## config.mk

```make
export PLATFORM = sky130hd
export DESIGN_NAME = gated_store_buffer
export DESIGN_NICKNAME = d
export VERILOG_FILES = /design/src/rtl/gsb_pkg.sv /design/src/rtl/gsb_ptr_ctrl.sv /design/src/rtl/gsb_entry_store.sv /design/src/rtl/gated_store_buffer.sv
export SDC_FILE = /design/constraint.sdc
export NUM_CORES = 2
export LEC_CHECK = 0
export ABC_AREA = 1
export BUFFER_PORTS_ARGS = -buffer_cell sky130_fd_sc_hd__buf_4
export CELL_PAD_IN_SITES_DETAIL_PLACEMENT = 1
export CELL_PAD_IN_SITES_GLOBAL_PLACEMENT = 1
export CORE_MARGIN = 4
export CORE_UTILIZATION = 40
export DETAILED_ROUTE_END_ITERATION = 8
export PLACE_DENSITY_LB_ADDON = 0.05
export SYNTH_ARGS = -nofsm -noshare
export SYNTH_HDL_FRONTEND = slang
export SYNTH_SLANG_ARGS = --single-unit
```

## constraint.sdc

```tcl
create_clock -name clk -period 7.6 [get_ports clk]
set_input_delay 0 -clock clk [delete_from_list [all_inputs] [get_ports clk]]
set_output_delay 0 -clock clk [all_outputs]
set_load 0.05 [all_outputs]
```

## src/rtl/gsb_pkg.sv

```systemverilog
package gsb_pkg;

  // Which pointer event applies this cycle; rollback outranks commit.
  typedef enum logic [1:0] {
    GATE_NONE     = 2'd0,
    GATE_COMMIT   = 2'd1,
    GATE_ROLLBACK = 2'd2
  } gate_ev_e;

  // Number of steps from one ring pointer to another, modulo span.
  function automatic int unsigned ring_dist(int unsigned from_p,
                                            int unsigned to_p,
                                            int unsigned span);
    return (to_p + span - from_p) % span;
  endfunction

  // Advance a ring pointer by one.
  function automatic int unsigned ring_step(int unsigned p, int unsigned span);
    return (p + 1) % span;
  endfunction

  // Physical slot that lies off slots after base.
  function automatic int unsigned slot_of(int unsigned base, int unsigned off,
                                          int unsigned depth);
    return (base + off) % depth;
  endfunction

endpackage

```

## src/rtl/gsb_ptr_ctrl.sv

```systemverilog
module gsb_ptr_ctrl
  import gsb_pkg::*;
#(
  parameter int DEPTH = 8,
  localparam int IW = $clog2(DEPTH),
  localparam int CW = $clog2(DEPTH + 1)
) (
  input  logic          clk,
  input  logic          rst_n,
  input  logic          enq_req,
  input  logic          commit_i,
  input  logic          rollback_i,
  input  logic          mem_ready,
  output logic          enq_fire,
  output logic          drain_valid,
  output logic          full,
  output logic [CW-1:0] occ,
  output logic [IW-1:0] head_idx,
  output logic [IW-1:0] tail_idx
);
  localparam int PW = IW + 1;
  localparam int unsigned SPAN = 2 * DEPTH;

  // head: oldest held store; cmt: first speculative store; tail: next free slot
  logic [PW-1:0] head_q, cmt_q, tail_q;
  logic [PW-1:0] head_d, cmt_d, tail_d;
  gate_ev_e      gate_ev;
  logic          drain_fire;
  logic [CW-1:0] spec_cnt;

  always_comb begin
    if (rollback_i)    gate_ev = GATE_ROLLBACK;
    else if (commit_i) gate_ev = GATE_COMMIT;
    else               gate_ev = GATE_NONE;
  end

  assign occ         = CW'(ring_dist(32'(head_q), 32'(tail_q), SPAN));
  assign spec_cnt    = CW'(ring_dist(32'(cmt_q), 32'(tail_q), SPAN));
  assign full        = (occ == CW'(DEPTH));
  assign drain_valid = (head_q != cmt_q);
  assign drain_fire  = drain_valid & mem_ready;
  assign enq_fire    = enq_req & ~full & (gate_ev != GATE_ROLLBACK);
  assign head_idx    = head_q[IW-1:0];
  assign tail_idx    = tail_q[IW-1:0];

  always_comb begin
    head_d = drain_fire ? PW'(ring_step(32'(head_q), SPAN)) : head_q;
    cmt_d  = cmt_q;
    tail_d = tail_q;
    unique case (gate_ev)
      GATE_COMMIT:   cmt_d  = tail_q;   // store entering this cycle stays gated
      GATE_ROLLBACK: tail_d = cmt_q;    // drop the speculative region only
      default: ;
    endcase
    if (enq_fire) tail_d = PW'(ring_step(32'(tail_q), SPAN));
  end

  always_ff @(posedge clk) begin
    if (!rst_n) begin
      head_q <= '0;
      cmt_q  <= '0;
      tail_q <= '0;
    end else begin
      head_q <= head_d;
      cmt_q  <= cmt_d;
      tail_q <= tail_d;
    end
  end

  // occupancy never exceeds the depth
  a_r7_occ_bound: assert property (@(posedge clk) disable iff (!rst_n)
    occ <= CW'(DEPTH));

  // draining never runs past the commit boundary
  a_r3_head_within_commit: assert property (@(posedge clk) disable iff (!rst_n)
    ring_dist(32'(head_q), 32'(cmt_q), SPAN) <= ring_dist(32'(head_q), 32'(tail_q), SPAN));

  // after a rollback no speculative store remains
  a_r5_rollback_empties_spec: assert property (@(posedge clk) disable iff (!rst_n)
    (gate_ev == GATE_ROLLBACK) |=> (spec_cnt == '0));

  // rollback leaves the commit boundary where it was
  a_r5_rollback_keeps_cmt: assert property (@(posedge clk) disable iff (!rst_n)
    (gate_ev == GATE_ROLLBACK) |=> $stable(cmt_q));

  // a full buffer accepts nothing
  a_r7_full_blocks: assert property (@(posedge clk) disable iff (!rst_n)
    (full && gate_ev != GATE_ROLLBACK) |=> $stable(tail_q));

endmodule

```

## src/rtl/gsb_entry_store.sv

```systemverilog
module gsb_entry_store
  import gsb_pkg::*;
#(
  parameter int DEPTH = 8,
  parameter int AW = 32,
  parameter int DW = 32,
  localparam int IW = $clog2(DEPTH),
  localparam int CW = $clog2(DEPTH + 1)
) (
  input  logic          clk,
  input  logic          wr_en,
  input  logic [IW-1:0] wr_idx,
  input  logic [AW-1:0] wr_addr,
  input  logic [DW-1:0] wr_data,
  input  logic [IW-1:0] head_idx,
  input  logic [CW-1:0] live_cnt,
  output logic [AW-1:0] head_addr,
  output logic [DW-1:0] head_data,
  input  logic [AW-1:0] lk_addr,
  output logic          lk_hit,
  output logic [DW-1:0] lk_data
);
  logic [AW-1:0] slot_addr [DEPTH];
  logic [DW-1:0] slot_data [DEPTH];
  logic [DEPTH-1:0] age_match;   // bit i: the store i places after head matches

  always_ff @(posedge clk) begin
    if (wr_en) begin
      slot_addr[wr_idx] <= wr_addr;
      slot_data[wr_idx] <= wr_data;
    end
  end

  assign head_addr = slot_addr[head_idx];
  assign head_data = slot_data[head_idx];

  // Compare every live slot in age order.
  for (genvar g = 0; g < DEPTH; g++) begin : g_cmp
    localparam int unsigned OFF = g;
    assign age_match[g] = (OFF < 32'(live_cnt)) &&
      (slot_addr[IW'(slot_of(32'(head_idx), OFF, DEPTH))] == lk_addr);
  end

  // Youngest match wins: a later age overrides an earlier one.
  always_comb begin
    lk_hit  = 1'b0;
    lk_data = '0;
    for (int i = 0; i < DEPTH; i++) begin
      if (age_match[i]) begin
        lk_hit  = 1'b1;
        lk_data = slot_data[IW'(slot_of(32'(head_idx), 32'(i), DEPTH))];
      end
    end
  end

endmodule

```

## src/rtl/gated_store_buffer.sv

```systemverilog
module gated_store_buffer #(
  parameter int DEPTH = 8,
  parameter int AW = 32,
  parameter int DW = 32
) (
  input  logic          clk,
  input  logic          rst_n,
  input  logic          st_valid,
  input  logic [AW-1:0] st_addr,
  input  logic [DW-1:0] st_data,
  output logic          st_stall,
  input  logic [AW-1:0] ld_addr,
  output logic          ld_hit,
  output logic [DW-1:0] ld_data,
  input  logic          cmt_pulse,
  input  logic          rbk_pulse,
  output logic          mem_valid,
  output logic [AW-1:0] mem_addr,
  output logic [DW-1:0] mem_data,
  input  logic          mem_ready
);
  localparam int IW = $clog2(DEPTH);
  localparam int CW = $clog2(DEPTH + 1);

  logic          enq_fire;
  logic          drain_valid;
  logic          buf_full;
  logic [CW-1:0] occ;
  logic [IW-1:0] head_idx, tail_idx;

  gsb_ptr_ctrl #(.DEPTH(DEPTH)) u_ptr (
    .clk        (clk),
    .rst_n      (rst_n),
    .enq_req    (st_valid),
    .commit_i   (cmt_pulse),
    .rollback_i (rbk_pulse),
    .mem_ready  (mem_ready),
    .enq_fire   (enq_fire),
    .drain_valid(drain_valid),
    .full       (buf_full),
    .occ        (occ),
    .head_idx   (head_idx),
    .tail_idx   (tail_idx)
  );

  gsb_entry_store #(.DEPTH(DEPTH), .AW(AW), .DW(DW)) u_store (
    .clk      (clk),
    .wr_en    (enq_fire),
    .wr_idx   (tail_idx),
    .wr_addr  (st_addr),
    .wr_data  (st_data),
    .head_idx (head_idx),
    .live_cnt (occ),
    .head_addr(mem_addr),
    .head_data(mem_data),
    .lk_addr  (ld_addr),
    .lk_hit   (ld_hit),
    .lk_data  (ld_data)
  );

  assign st_stall  = buf_full;
  assign mem_valid = drain_valid;

  // an offered store holds until memory takes it
  a_r3_hold_until_ready: assert property (@(posedge clk) disable iff (!rst_n)
    (mem_valid && !mem_ready) |=> (mem_valid && $stable(mem_addr) && $stable(mem_data)));

  // nothing is released to memory without a commit
  a_r2_no_release_without_commit: assert property (@(posedge clk) disable iff (!rst_n)
    (!mem_valid && !cmt_pulse) |=> !mem_valid);

  // a store beside a rollback never enters
  a_r6_drop_store_on_rollback: assert property (@(posedge clk) disable iff (!rst_n)
    rbk_pulse |-> !enq_fire);

  // empty right after reset
  a_r1_reset_empty: assert property (@(posedge clk)
    !rst_n |=> (!mem_valid && !st_stall));

endmodule

```

### Yosys cells after proc, flatten, opt, wreduce, memory -nomap -nowiden

Memory sizes are Yosys's and may differ from the RTL's. A register that Yosys moved wholly into a read port is not among the register bits.
Cells that the tools add are included.

* flip-flop bits (word level): 12
* bits in writable memories: 512
* input port bits: 102
* output and inout bits: 99
* word-level logic and storage cells: 76
* memories: 2

* add/sub/neg operators: 11
* magnitude comparators: 8
* equal/unequal tests: 13
* multiplexer cells: 26
* bitwise operators: 4
* reductions and logical operators: 9

Memories
* u_store.slot_addr: depth 8, width 32, rd ports 8, clocked after memory_dff 1, wr ports 1, line gsb_entry_store.sv:23 `logic [AW-1:0] slot_addr [DEPTH];`
* u_store.slot_data: depth 8, width 32, rd ports 8, clocked after memory_dff 1, wr ports 1, line gsb_entry_store.sv:24 `logic [DW-1:0] slot_data [DEPTH];`

Operators with widths (number)
* $eq 32x32->1: 8
* $mux 32: 8
* $lt 3x4->1 const A: 4
* $add 3x3->3 const B: 4
* $add 4x1->4 const B: 3
* $mux 3: 4
* $mux 1: 11
* $logic_and 1x1->1: 8
* $lt 1x4->1 const A: 2
* $lt 2x4->1 const A: 2
* $mux 4: 2
* $add 3x2->3 const B: 2
* $eq 4x4->1 const B: 1
* $ne 4x4->1: 1
* $sub 4x4->4: 1
* $add 3x1->3 const B: 1
* $and 1x1->1: 3
* $eq 2x1->1 const B: 1
* $eq 2x2->1 const B: 1
* $mux 2: 1
* $ne 2x2->1 const B: 1
* $reduce_bool 2->1: 1
* $not 1->1: 1

### Depth between registers and ports, before layout

* depth after elaboration: 12
* mapped depth: 32
* mapped depth without buffers: 24

### Hierarchy

From an unflattened synthesis, not the netlist that was laid out.

* cell total of the unflattened synthesis: 6056
* area, all modules: 40184.8 um^2

By module, submodules not included
* gsb_entry_store: instances 1, cells each 5938, area an instance 39322.7 um^2, sequential area each 15374.7 um^2
* gsb_ptr_ctrl: instances 1, cells each 118, area an instance 862.1 um^2, sequential area each 240.2 um^2

### Least setup slack after synthesis

Ideal clock, no wire load.

* path type: reg-to-reg
* from: register u_ptr.head_q[1]
* to: memory u_store.slot_addr[6][0] (enable)
* setup time: 565 ps
* arrival: 7208 ps
* data required time: 7035 ps
* slack: -173 ps
* cell stages (with the launch flop): 19
* path buffers: 5
* clock period less this slack: 7773 ps
* path through: dfxtp_1 > clkinv_1 > buf_2 > buf_2 > clkbuf_1 > clkbuf_1 > buf_1 > ha_1 > nand3_1 > nand3_1 > nand2_1 > inv_1 > nand2_1 > nand2_1 > nor2_1 > inv_1 > nor2_1 > inv_1 > nor3_1

* longest elaborated chain between the ends: 7

Ends and longest elaborated chain
* start: declaration: line gsb_ptr_ctrl.sv:25 `logic [PW-1:0] head_q, cmt_q, tail_q;`
* start signal: assignment: line gsb_ptr_ctrl.sv:60 `head_q <= '0;`
* start signal: assignment: line gsb_ptr_ctrl.sv:64 `head_q <= head_d;`
* $sub 4x4->4: line gsb_pkg.sv:14 `return (to_p + span - from_p) % span;`
* $eq 4x4->1: line gsb_ptr_ctrl.sv:39 `assign full = (occ == CW'(DEPTH));`
* $not 1->1: line gsb_ptr_ctrl.sv:42 `assign enq_fire = enq_req & ~full & (gate_ev != GATE_ROLLBACK);`
* $and 1x1->1 (2 in a row): line gsb_ptr_ctrl.sv:42
* $mux 1: line gsb_entry_store.sv:28 `if (wr_en) begin`
* $mux 1 (implied by the code): line gsb_entry_store.sv:29 `slot_addr[wr_idx] <= wr_addr;`
* end: declaration: line gsb_entry_store.sv:23

Every way passes these cells.

### Final worst setup path

* from: register u_ptr.head_q[1]
* to: output port ld_data[26]

* longest elaborated chain between the ends: 11
* elaborated cells between the ends (all ways): 41
* classes of those cells: add/sub: 8; order compare: 8; eq/ne: 7; mux: 8; reduce/logical: 8; memory: 2

Ends and longest elaborated chain
* $add 3x1->3 or $sub 4x4->4 (tied branches): line gsb_pkg.sv:25, gsb_pkg.sv:14
* $mem_v2 8x32 or $lt 1x4->1 (tied branches)
* $eq 32x32->1 or $logic_and 1x1->1 (tied branches): line gsb_entry_store.sv:41, gsb_entry_store.sv:40
* $logic_and 1x1->1 or $mux 32 (tied branches): line gsb_entry_store.sv:40, gsb_entry_store.sv:49
* $mux 32 (6 in a row): line gsb_entry_store.sv:49 `if (age_match[i]) begin`
* $mux 32 (*): line gsb_entry_store.sv:49
* end: declaration: line gated_store_buffer.sv:14 `output logic [DW-1:0] ld_data,`

Every way passes the cells marked *; elsewhere a longest branch is shown, timed or not.

==> results.json <==
{
  "synth-seq-cells": 527,
  "cts_inserted_buffers": 70,
  "cp-end-kind": "output port",
  "p_sw_w": 0.00786,
  "dieArea_um2": 119000,
  "syn-num-nets": 7243,
  "hp-class": "primary input to register",
  "clkPwrFrac_pct": 22.9,
  "clkSinkCount": 527,
  "syn2layout_area_growth_pct": 11.3,
  "grt_first_pass_wirelength_um": 324000,
  "worstSetupPathType": "register to output port",
  "synth_edf_count": 512,
  "r2r_start": "u_ptr.head_q[1]",
  "grt_max_degree": 240,
  "remaining_drc_errors": 0,
  "status": "complete, no violations",
  "grt_usage_pct": 36.8,
  "switching_share_pct": 51.8,
  "seqPwrFrac_pct": 22.2,
  "rsz0062_at_grt": "false",
  "grt_antenna_before_repair": 16,
  "initial_utilization_pct": 40.3,
  "setup.worst_path.start": "u_ptr.head_q[1]",
  "drive_above_1_share_pct": 6.90,
  "fmax_ghz": 0.154,
  "io_pins": 201,
  "drv_slew": 0,
  "cts_hold_buf": 71,
  "ctsLongestPathBuffers": 3,
  "synth_flop_cell": "edfxtp_1",
  "drtIter0Drc": 5919,
  "row_count": 123,
  "required_ns": 7.60,
  "r2r_end": "u_store.slot_addr[0][2]",
  "clockRootBuffer": "clkbuf_16",
  "max-cap-violations": 0,
  "htree_levels": 3,
  "power_density_nw_per_um2": 301,
  "clk_latency_ns": 0.67,
  "vias_per_cell": 5.94,
  "hpwlAfterDp_um": 153000,
  "p_leak_nw": 22.3,
  "ys_types": 51,
  "endpoint": "ld_data[26]",
  "yosys_warnings": 0,
  "slew_headroom_pct": 21.3,
  "cts_setup_buffers": 0,
  "grt_pass1_vias": 48400,
  "cts_tree": "built",
  "io_buffers": 200,
  "finalNonFillerCells": 8621,
  "avgSynthCellArea_um2": 6.34,
  "firstDrtPassIters": 5,
  "gp_congestion": 1.01,
  "dp_cells": 8414,
  "syn_inst": 7133,
  "vias": 51200,
  "clkTransAtPathRegs_ns": 0.06,
  "comb_power_share_pct": 54.9,
  "fin_nets": 7167,
  "total_power_w": 0.0152,
  "r2r_setup_slack_ns": 2.10,
  "ff2ff_path_depth": 15,
  "crit_path_start_kind": "register",
  "finalHoldViolations": 0,
  "final_common_cell": "nand2_1",
  "die_y_um": 344,
  "gr-total-overflow": 0,
  "fillers": 14800,
  "routedWlPerCell_um": 25.9,
  "setup_viol": 0,
  "fin_crit_ns": 6.51,
  "syn_area_um2": 45200,
  "final_cell_mix": "2558 x nand2_1, 962 x o21ai_0, 897 x nand3_1",
  "arrival_ns": 6.51,
  "wirelength_um": 224000,
  "irDropWorstVdd_v": 0.000282,
  "p_int_w": 0.00732,
  "clock_skew_ns": 0.0332,
  "ys_async_sr_fraction_pct": 0,
  "dieWidth_um": 344,
  "post_cts_resized": 0,
  "tightest_slew_ns": 1.18,
  "seq_area_frac_synth_pct": 34.6,
  "path_max_fanout": 80,
  "coreArea_um2": 112000,
  "postRouteAntennaNets": 0,
  "fin_util_pct": 44.8,
  "hold_slack_ns": 0.112,
  "finalCritPeriodShare_pct": 85.7,
  "fin_setup_tns_ns": 0
}
## state kept, by name, summed over array words and instances (netlist names), named ones only
register / count
u_ptr.cmt_q: 4
u_ptr.head_q: 4
u_ptr.tail_q: 4
u_store.slot_addr: 256
u_store.slot_data: 256
## worst max-delay path, stage by stage, from the launching register on
cell and delay, ns:
dfxtp_4 0.52, inv_8 0.22, ha_4 0.94, buf_4 0.64, nand3_1 0.13, and2_0 0.22
nand2_1 0.07, nand2_1 0.16, nand2_1 0.11, nand2_1 0.06, nor2_1 0.16, nand2_1 0.08
nor2_1 0.31, nand3_1 0.23, nor2_4 0.54, buf_4 0.36, buf_4 0.19, nand3_1 0.06
nand2_1 0.08, inv_1 0.04, nand2_1 0.05, nand2_1 0.04, nand2_1 0.05, nand2_1 0.05
nand2_1 0.10, buf_4 0.21
## synthesized netlist by cell type, drive strengths merged (3+ instances only)
cell       n  area share (%)
inv      645             5.4
o211ai   139             2.3
a31oi     32            0.44
a211oi     4           0.066
dfxtp     15            0.66
nand3    900              10
clkbuf   205             1.7
xnor2      5           0.097
and2      19            0.26
o21ai   1059              12
xor2      66             1.3
nor2     340             2.9
mux2i      6            0.13
nand4     53            0.75
clkinv    13            0.11
buf      307             3.7
nand3b     3           0.050
nand2   2561              21
or2       12            0.17
nor3      18            0.24
a21oi    164             1.8
o21a      11            0.18
edfxtp   512              34
ha         7            0.19
o22ai     27            0.37
## logic make-up (layout without fill, tap and decap cells)
group	after synthesis	count (layout)	synth area share [%]
XOR/XNOR	71	71	1.39
flip-flops	527	527	34.6
adder cells (fa/ha/maj)	8	8	0.238
multiplexers	6	6	0.133
AO/OA/AOI/OAI	1440	1440	17.0
other	0	8	0
AND/OR/NAND/NOR	3911	3911	35.7
buffers and inverters	1170	1150	10.9
## layout make-up
cell class | count | area, um^2 | area share [%]
Clock buffer | 80 | 1790 | 3.55
Antenna cell | 8 | 20.0 | 0.0397
Sequential cell | 527 | 15700 | 31.2
Clock inverter | 48 | 538 | 1.07
Multi-Input combinational cell | 5436 | 24800 | 49.2
Tap cell | 1500 | 1880 | 3.73
Inverter | 658 | 2510 | 4.99
Timing Repair Buffer | 364 | 3140 | 6.23
## routing by layer
metal / wire [um] / track usage [%] / part of all wire, %
met3: 23400 / 7.49 / 10
met4: 6480 / 10.4 / 2.9
met5: 30 / 0 / 0.013
met1: 101000 / 54.9 / 45
met2: 92300 / 53.6 / 41
## power groups by stage
stage	combinational (W)	sequential (W)	clock [W]
floorplan	0.00524	0.00335	0
global placement	0.00789	0.00342	0
detailed placement	0.00802	0.00342	0
CTS	0.00808	0.00336	0.00352
global route	0.00893	0.00337	0.00363
finish	0.00833	0.00337	0.00347
## through the flow
stage | cell area, um^2 | setup WS, ns
2_1_floorplan | 45200 | -0.0171
3_3_place_gp | 47300 | 2.02
3_5_place_dp | 47300 | 1.99
4_1_cts | 50300 | 1.26
5_1_grt | 50300 | 0.794
6_report | 50400 | 1.09
## how the worst min path moves through the flow
stage	start	to	slack, ns	depth (start not counted)
global placement	st_data[3]	u_store.slot_data[5][3]	0.23	1
finish	st_data[6]	u_store.slot_data[5][6]	0.11	2
global route	st_data[12]	u_store.slot_data[4][12]	0.13	2
floorplan	st_addr[0]	u_store.slot_addr[0][0]	0.1	0
detailed placement	st_data[7]	u_store.slot_data[5][7]	0.24	1
CTS	st_data[6]	u_store.slot_data[5][6]	0.07	2
Note: power is estimated with default switching activity, not from simulation.
